--- src/rtl/mvl_register.sv ---
module mvl_register #(
  parameter int WIDTH      = 4,
  parameter bit ACTIVE_LOW = 1'b0
) (
  input  logic                 clk,
  input  logic                 rst_n,
  input  logic [3:0]           set_lvl,
  input  logic [3:0]           reset_lvl,
  input  logic [3:0]           clock_lvl,
  input  logic [4*WIDTH-1:0]   d_lvl,
  output logic [2*WIDTH-1:0]   q
);
  localparam logic [1:0] C_U = 2'b00;
  localparam logic [1:0] C_0 = 2'b01;
  localparam logic [1:0] C_1 = 2'b10;
  localparam logic [1:0] C_X = 2'b11;
  localparam logic [1:0] C_ON  = ACTIVE_LOW ? C_0 : C_1;
  localparam logic [1:0] C_OFF = ACTIVE_LOW ? C_1 : C_0;

  typedef enum logic [2:0] {DO_HOLD, DO_LOAD, DO_U, DO_ONE, DO_ZERO, DO_X} action_t;

  function automatic logic [1:0] fold(input logic [3:0] lvl);
    case (lvl)
      4'd0:       fold = C_U;
      4'd2, 4'd6: fold = C_0;
      4'd3, 4'd7: fold = C_1;
      default:    fold = C_X;
    endcase
  endfunction

  logic [1:0] set_c, rst_c, clk_c, clk_prev;
  action_t    act;

  assign set_c = fold(set_lvl);
  assign rst_c = fold(reset_lvl);
  assign clk_c = fold(clock_lvl);

  logic clk_unk, prev_unk;
  assign clk_unk  = (clk_c == C_U) || (clk_c == C_X);
  assign prev_unk = (clk_prev == C_U) || (clk_prev == C_X);

  always_comb begin
    if (set_c == C_U || rst_c == C_U)            act = DO_U;
    else if (set_c == C_ON)                      act = DO_ONE;
    else if (rst_c == C_ON && set_c == C_OFF)    act = DO_ZERO;
    else if (rst_c != C_OFF || set_c != C_OFF)   act = DO_X;
    else if (clk_prev == C_0 && clk_c == C_1)    act = DO_LOAD;
    else if ((clk_prev == C_0 && clk_unk) ||
             (prev_unk && clk_c == C_1))         act = DO_X;
    else                                         act = DO_HOLD;
  end

  always_ff @(posedge clk or negedge rst_n) begin
    if (!rst_n) clk_prev <= C_U;
    else        clk_prev <= clk_c;
  end

  for (genvar i = 0; i < WIDTH; i++) begin : g_bit
    logic [1:0] nxt;
    always_comb begin
      case (act)
        DO_U:    nxt = C_U;
        DO_ONE:  nxt = C_1;
        DO_ZERO: nxt = C_0;
        DO_X:    nxt = C_X;
        DO_LOAD: nxt = fold(d_lvl[4*i +: 4]);
        default: nxt = q[2*i +: 2];
      endcase
    end
    always_ff @(posedge clk or negedge rst_n) begin
      if (!rst_n) q[2*i +: 2] <= C_U;
      else        q[2*i +: 2] <= nxt;
    end
  end
endmodule

--- config.mk ---
export PLATFORM = sky130hd
export DESIGN_NAME = mvl_register
export DESIGN_NICKNAME = d
export VERILOG_FILES = /design/src/rtl/mvl_register.sv
export SDC_FILE = /design/constraint.sdc
export NUM_CORES = 1
export LEC_CHECK = 0
export BUFFER_PORTS_ARGS = -buffer_cell sky130_fd_sc_hd__buf_4
export CORE_UTILIZATION = 25
export DETAILED_ROUTE_END_ITERATION = 10
export PLACE_DENSITY_LB_ADDON = 0.25
export SKIP_CTS_REPAIR_TIMING = 1
export SYNTH_ARGS = -nofsm -noshare
export SYNTH_HDL_FRONTEND = slang
export SYNTH_SLANG_ARGS = --single-unit
--- constraint.sdc ---
create_clock -name clk -period 1.82 [get_ports clk]
set_input_delay 0.273 -clock clk [delete_from_list [all_inputs] [get_ports clk]]
set_output_delay 0.273 -clock clk [all_outputs]
set_load 0.01 [all_outputs]
==> results.tsv, run 1 <==
stage	metric	value	unit
run_status	status	finished, final reports clean	
place	dp_hpwl	1.583	mm
critical_path	slowest_delay	400	ps
critical_path	cp_max_fo	4	
cells_and_area	syn_to_final_growth	73.66	%
critical_path	r2r-start	clk_prev[1]	
timing	rsz0062_at_grt	yes	
synthesis	syn_area	698.2	sq um
routing	drc_errors	0	
grt	overflow	0	
cells_and_area	fillCellCount	260	
timing	slew-limit-headroom	0.7573	
pwr	p_leak	0.4950	nW
place	portBuffers	37	
synthesis	yosysWarnings	0	
clocking	cts.sinks	10	
timing	drv_slew	0	
timing	fin_crit_sh	0.9899	
place	routabilityCongestion	0.7154	
critical_path	path_cells	buf_6 > or3_4 > ha_4 > nand2_4 > o21ai_4 > or3_4 > o41ai_2 > nand2_1	
clocking	clk_pin_slew	60	ps
critical_path	ff2ff_setup_slack	50	ps
clocking	clockRootBuffer	clkbuf_4	
die	io_pins	38	
clocking	insertion_delay	260	ps
clocking	cts_buffer_depth	2	
critical_path	cp_data_arrival_time	1950	ps
pwr	ir_drop	267.3	uV
timing	min_period	1802	ps
die	num_rows	18	
cells_and_area	diodes	0	
pwr	powerDensity	499.7	mW/mm^2
synthesis	syn_inst	77	
grt	grt_pass1_wl	2.953	mm
timing	fmax	555.1	MHz
critical_path	regToRegEndpoint	q[1]	
critical_path	r2r_cells	7	
place	post_dp_cell_area	0.001130	sq mm
routing	vias_per_cell	4.797	
grt	grt_max_degree	11	
routing	drt.antenna.violating_nets	0	
cells_and_area	final_layout_size_suffix_gt1_frac	0.5078	
critical_path	crit_buf_inv	1	
clocking	h-tree-depth	1	
timing	setup_viol	0	
routing	wl_per_cell	11.85	um
cells_and_area	final_cells	158	
critical_path	crit_cells	8	
synthesis	yosysSeqAreaShare	0.3584	
critical_path	crit_end	q[1]	
routing	wirelength	1.872	mm
job	maxCapViolCount	0	
cells_and_area	postLayoutCellArea	0.001212	sq mm
cells_and_area	mostFrequentLayoutCell	buf_4	
critical_path	cp_top_family	simple AND/OR/NAND/NOR gates	
synthesis	synthesis.nets	110	
synthesis	synth_cell_types	26	
grt	track_usage	0.1401	
synthesis	syn_area_per_cell	9.067	sq um
die	placeableCoreArea	0.002567	sq mm
timing	skew	4.247	ps
grt	antenna_found_initial	0	
routing	drt_first_pass_iters	4	
hold_path	worstHoldPathType	input pin to flip-flop	
routing	vias	758	
die	die_area	0.003008	sq mm
critical_path	cp-start-kind	input pin	
critical_path	startpoint	clock_lvl[0]	
cells_and_area	mostFrequentLayoutCells	buf_4 (45), nand2_1 (12), dfrtp_1 (10)	
timing	worst_slew_pin_slew	360.7	ps
critical_path	crit_path_top_delay_cell	or3_4	
place	dp_cells	151	
critical_path	cpMostUsedCell	or3_4	
critical_path	critPathKind	input pin to flip-flop	
die	start_util	0.2719	
critical_path	cp-end-kind	flip-flop	
die	die_w	54.85	um
routing	first_iter_violations	5	
timing	finalHoldViolCount	0	
die	die_h	54.85	um
critical_path	worstPathRequired	1970	ps
grt	grt_pass1_vias	711	
clocking	cts_tree	built	
synthesis	ys_ff_latch	10	
cells_and_area	layout.nets	163	
clocking	numCtsBuffers	3	
[synthesized netlist by cell type (all sizes together)]
cell type / n / area share
nor2b: 3 / 0.027
o41ai: 2 / 0.025
inv: 5 / 0.027
nand3b: 2 / 0.021
nor2: 5 / 0.027
a22o: 1 / 0.013
o211ai: 3 / 0.032
o31ai: 1 / 0.011
o21ai: 6 / 0.054
o21a: 1 / 0.011
nand3: 1 / 0.0072
ha: 3 / 0.054
and2: 1 / 0.0090
dfrtp: 10 / 0.36
a21oi: 6 / 0.043
or4: 1 / 0.016
o311ai: 1 / 0.023
or3: 3 / 0.034
nor3: 4 / 0.029
nand2: 13 / 0.070
nor4: 3 / 0.048
a2111oi: 2 / 0.061
[how the worst min path moves through the flow]
stage | from | endpoint | slack, ps | cells after the start
floorplan | rst_n | clk_prev[0] | -20 | 0
global placement | rst_n | q[3] | 110 | 1
global route | d_lvl[11] | q[5] | 250 | 3
finish | d_lvl[11] | q[5] | 250 | 3
CTS | rst_n | q[3] | -180 | 1
detailed placement | rst_n | q[3] | 110 | 1
[layer usage]
layer | GRT usage | part of all wire | vias to the layer above
met5 | 0 | 0 | -
met4 | 0.02564 | 0 | 0
met3 | 0.04167 | 0.071 | 0
met2 | 0.2671 | 0.51 | 25
met1 | 0.1498 | 0.42 | 345
li1 | - | - | 388
[report_power, final]
group | switching (W) | internal, W
combinational | 0.0000930 | 0.000118
sequential | 0.00000861 | 0.000238
clock | 0.0000724 | 0.0000763
total | 0.000174 | 0.000432
[through the flow]
stage | TNS (ps) | util | setup slack [ps] | hold WS [ps] | power (W)
2_1_floorplan | -356.7 | - | -123.2 | -22.59 | 0.0003309
4_1_cts | -43.98 | 0.4488 | -35.85 | -179.2 | 0.0006010
6_report | 0 | 0.4722 | 18.43 | 249.1 | 0.0006058
3_3_place_gp | -1750 | 0.4401 | -261.8 | 109.6 | 0.0004428
5_1_grt | -29.76 | 0.4722 | -23.34 | 254.5 | 0.0006477
3_5_place_dp | -2067 | 0.4401 | -312.4 | 111.3 | 0.0004480
[cell families after synthesis]
family,after synthesis,synth area share
flip-flops,10,0.3584
adder cells (fa/ha/maj),3,0.05377
AO/OA/AOI/OAI,23,0.2724
AND/OR/NAND/NOR,36,0.2885
buffers and inverters,5,0.02688
[worst reg2reg max path, stage by stage, from the launching register on]
cell and delay, ps:
dfrtp_1 370, inv_1 80, ha_4 200, nand3b_1 130, o21ai_4 70, or3_4 390, o41ai_2 340, nand2_1 80
[final cells by class]
type                    count  area [sq um]  area share
clock buffers               3         22.52     0.01858
inverters                   5         18.77     0.01548
multi-input cells          62         513.0      0.4231
flip-flops and latches     10         250.2      0.2064
well taps                  30         37.54     0.03096
repair buffers             48         370.4      0.3055
[flip-flops by register name, summed over array words and instances, names as in the netlist]
register and flops:
q 8, clk_prev 2
Power figures use the tool's default switching activity.
==> run 2, diff against run 1 <==
Settings changed: GPL_TIMING_DRIVEN from default to 0.
==> results.tsv, run 2 (synthesis gave the netlist of run 1 again) <==
stage	metric	value	unit
routing	drt.antenna.violating_nets	0	
cells_and_area	mostFrequentLayoutCell	buf_4	
grt	overflow	0	
cells_and_area	largest_register_ffs	8	
timing	rsz0062_at_grt	yes	
timing	worst_slew_pin_slew	517.8	ps
routing	drt_first_pass_iters	4	
critical_path	cpMostUsedCell	or3_4	
hold_path	hold-path-cell-count	3	
timing	fmax	549.3	MHz
routing	vias	732	
clocking	h-tree-depth	1	
clocking	numCtsBuffers	3	
critical_path	worstPathRequired	1970	ps
pwr	power_frac_seq	0.383	
die	num_rows	18	
pwr	swShare	0.2788	
timing	slew-limit-headroom	0.6522	
die	die_w	54.85	um
clocking	clk_pin_slew	70	ps
pwr	p_clk_frac	0.313	
critical_path	cp-start-kind	input pin	
pwr	ir_drop	299.5	uV
pwr	powerDensity	550.9	mW/mm^2
grt	antenna_found_initial	0	
cells_and_area	reg_top3	q: 8 flops, clk_prev: 2 flops	
grt	track_usage	0.1331	
critical_path	crit_cells	8	
routing	wl_per_cell	12.43	um
die	start_util	0.2719	
die	placeableCoreArea	0.002567	sq mm
die	die_h	54.85	um
place	place_worst_setup_slack	-350.7	ps
cells_and_area	mostFrequentLayoutCells	buf_4 (36), nand2_1 (12), dfrtp_1 (10)	
grt	grt_pass1_vias	669	
critical_path	critPathKind	input pin to flip-flop	
run_status	violations	negative setup slack	
place	dp_hpwl	1.552	mm
grt	grt_max_degree	11	
clocking	cts_tree	built	
critical_path	slowest_delay	410	ps
pwr	p_leak	0.4639	nW
pwr	internal_power	0.0004628	W
timing	fin_ws	-0.6632	ps
cells_and_area	final_layout_size_suffix_gt1_frac	0.4833	
critical_path	cp_data_arrival_time	1970	ps
timing	fin_crit_sh	1.000	
timing	finalHoldViolCount	0	
cells_and_area	fillCellCount	260	
cells_and_area	finish.utilization	0.4537	
cells_and_area	syn_to_final_growth	66.85	%
critical_path	path_cells	buf_6 > or3_4 > ha_4 > nand2_4 > o21ai_4 > or3_4 > o41ai_2 > nand2_1	
clocking	cts_buffer_depth	2	
run_status	status	complete, but fails checks	
place	routabilityCongestion	0.7248	
clocking	clockRootBuffer	clkbuf_4	
pwr	p_comb_frac	0.304	
clocking	insertion_delay	260	ps
cells_and_area	layout.nets	154	
routing	first_iter_violations	10	
critical_path	crit_buf_inv	1	
hold_path	worstHoldPathType	input pin to flip-flop	
clocking	cts.sinks	10	
cells_and_area	diodes	0	
critical_path	ff2ff_setup_slack	60	ps
routing	drc_errors	0	
grt	grt_pass1_wl	2.815	mm
critical_path	cp_max_fo	4	
pwr	switchingPower	0.0001789	W
die	io_pins	38	
timing	skew	1.132	ps
timing	setup_viol	1	
critical_path	cp_top_family	simple AND/OR/NAND/NOR gates	
cells_and_area	regMostFlops	q	
cells_and_area	multi_input_area	519.2	sq um
routing	wirelength	1.864	mm
critical_path	r2r_cells	6	
critical_path	cp-end-kind	flip-flop	
job	maxCapViolCount	0	
timing	setup-tns-final	-0.6632	ps
timing	drv_slew	0	
die	die_area	0.003008	sq mm
timing	min_period	1821	ps
routing	vias_per_cell	4.880	
place	portBuffers	37	
cells_and_area	seqCellArea	250.2	sq um
critical_path	crit_path_top_delay_cell	or3_4	
-- run 2: cell types whose count changed in the layout (fill, tap and decap cells not counted) --
cell | previous run | this run
o21ai_2 | 1 | 2
a21oi_4 | 1 | 0
buf_4 | 45 | 36
a21oi_2 | 0 | 1
o21ai_1 | 3 | 1
o311ai_2 | 1 | 0
o21ai_0 | 1 | 2
clkbuf_8 | 0 | 1
o311ai_4 | 0 | 1
-- run 2: per-stage QoR --
step | hold slack (ps) | power, W | std cells | instance area (sq um)
after floorplan | -22.59 | 0.0003309 | 77 | 762.0
after global placement | 107.2 | 0.0004260 | 144 | 1077
after detailed placement | 111.5 | 0.0004317 | 144 | 1077
after CTS | -178.1 | 0.0006338 | 148 | 1114
after global routing | 248.5 | 0.0006816 | 150 | 1165
final | 243.1 | 0.0006418 | 150 | 1165
-- run 2: per-layer routing --
layer / GRT usage / share of wire / wire length, um
met4: 0.03846 / 0 / 0
met3: 0.02500 / 0.059 / 110
met2: 0.2631 / 0.53 / 980
met1: 0.1376 / 0.41 / 773
met5: 0 / 0 / 0
-- run 2: path summary, 6_finish.rpt --
check | from | to
worst max-delay path | clock_lvl[0] | q[1]
worst min-delay path | clock_lvl[2] | clk_prev[0]
worst max register to register | clk_prev[0] | q[1]
worst min register to register | q[1] | q[1]
max in group asynchronous | rst_n | q[2]
min in group asynchronous | rst_n | q[7]
-- run 2: worst register-to-register path, cell delays in order (launching register included) --
cell	delay [ps]
dfrtp_1	400
ha_4	240
nand3b_1	120
o21ai_4	100
or3_4	390
o41ai_2	320
nand2_1	80
-- run 2: area by class of cell --
| class | count | share of cell area |
|---|---|---|
| multi-input cells | 62 | 0.4458 |
| repair buffers | 39 | 0.2599 |
| flip-flops and latches | 10 | 0.2148 |
| well taps | 30 | 0.03222 |
| clock buffers | 4 | 0.03115 |
| inverters | 5 | 0.01611 |
-- run 2: power groups by stage --
stage / logic [W] / clock network (W) / registers, W
after floorplan: 0.0000769 / 0 / 0.000254
after global placement: 0.000177 / 0 / 0.000249
final: 0.000195 / 0.000201 / 0.000246
after CTS: 0.000183 / 0.000206 / 0.000245
after global routing: 0.000214 / 0.000219 / 0.000248
after detailed placement: 0.000182 / 0 / 0.000250
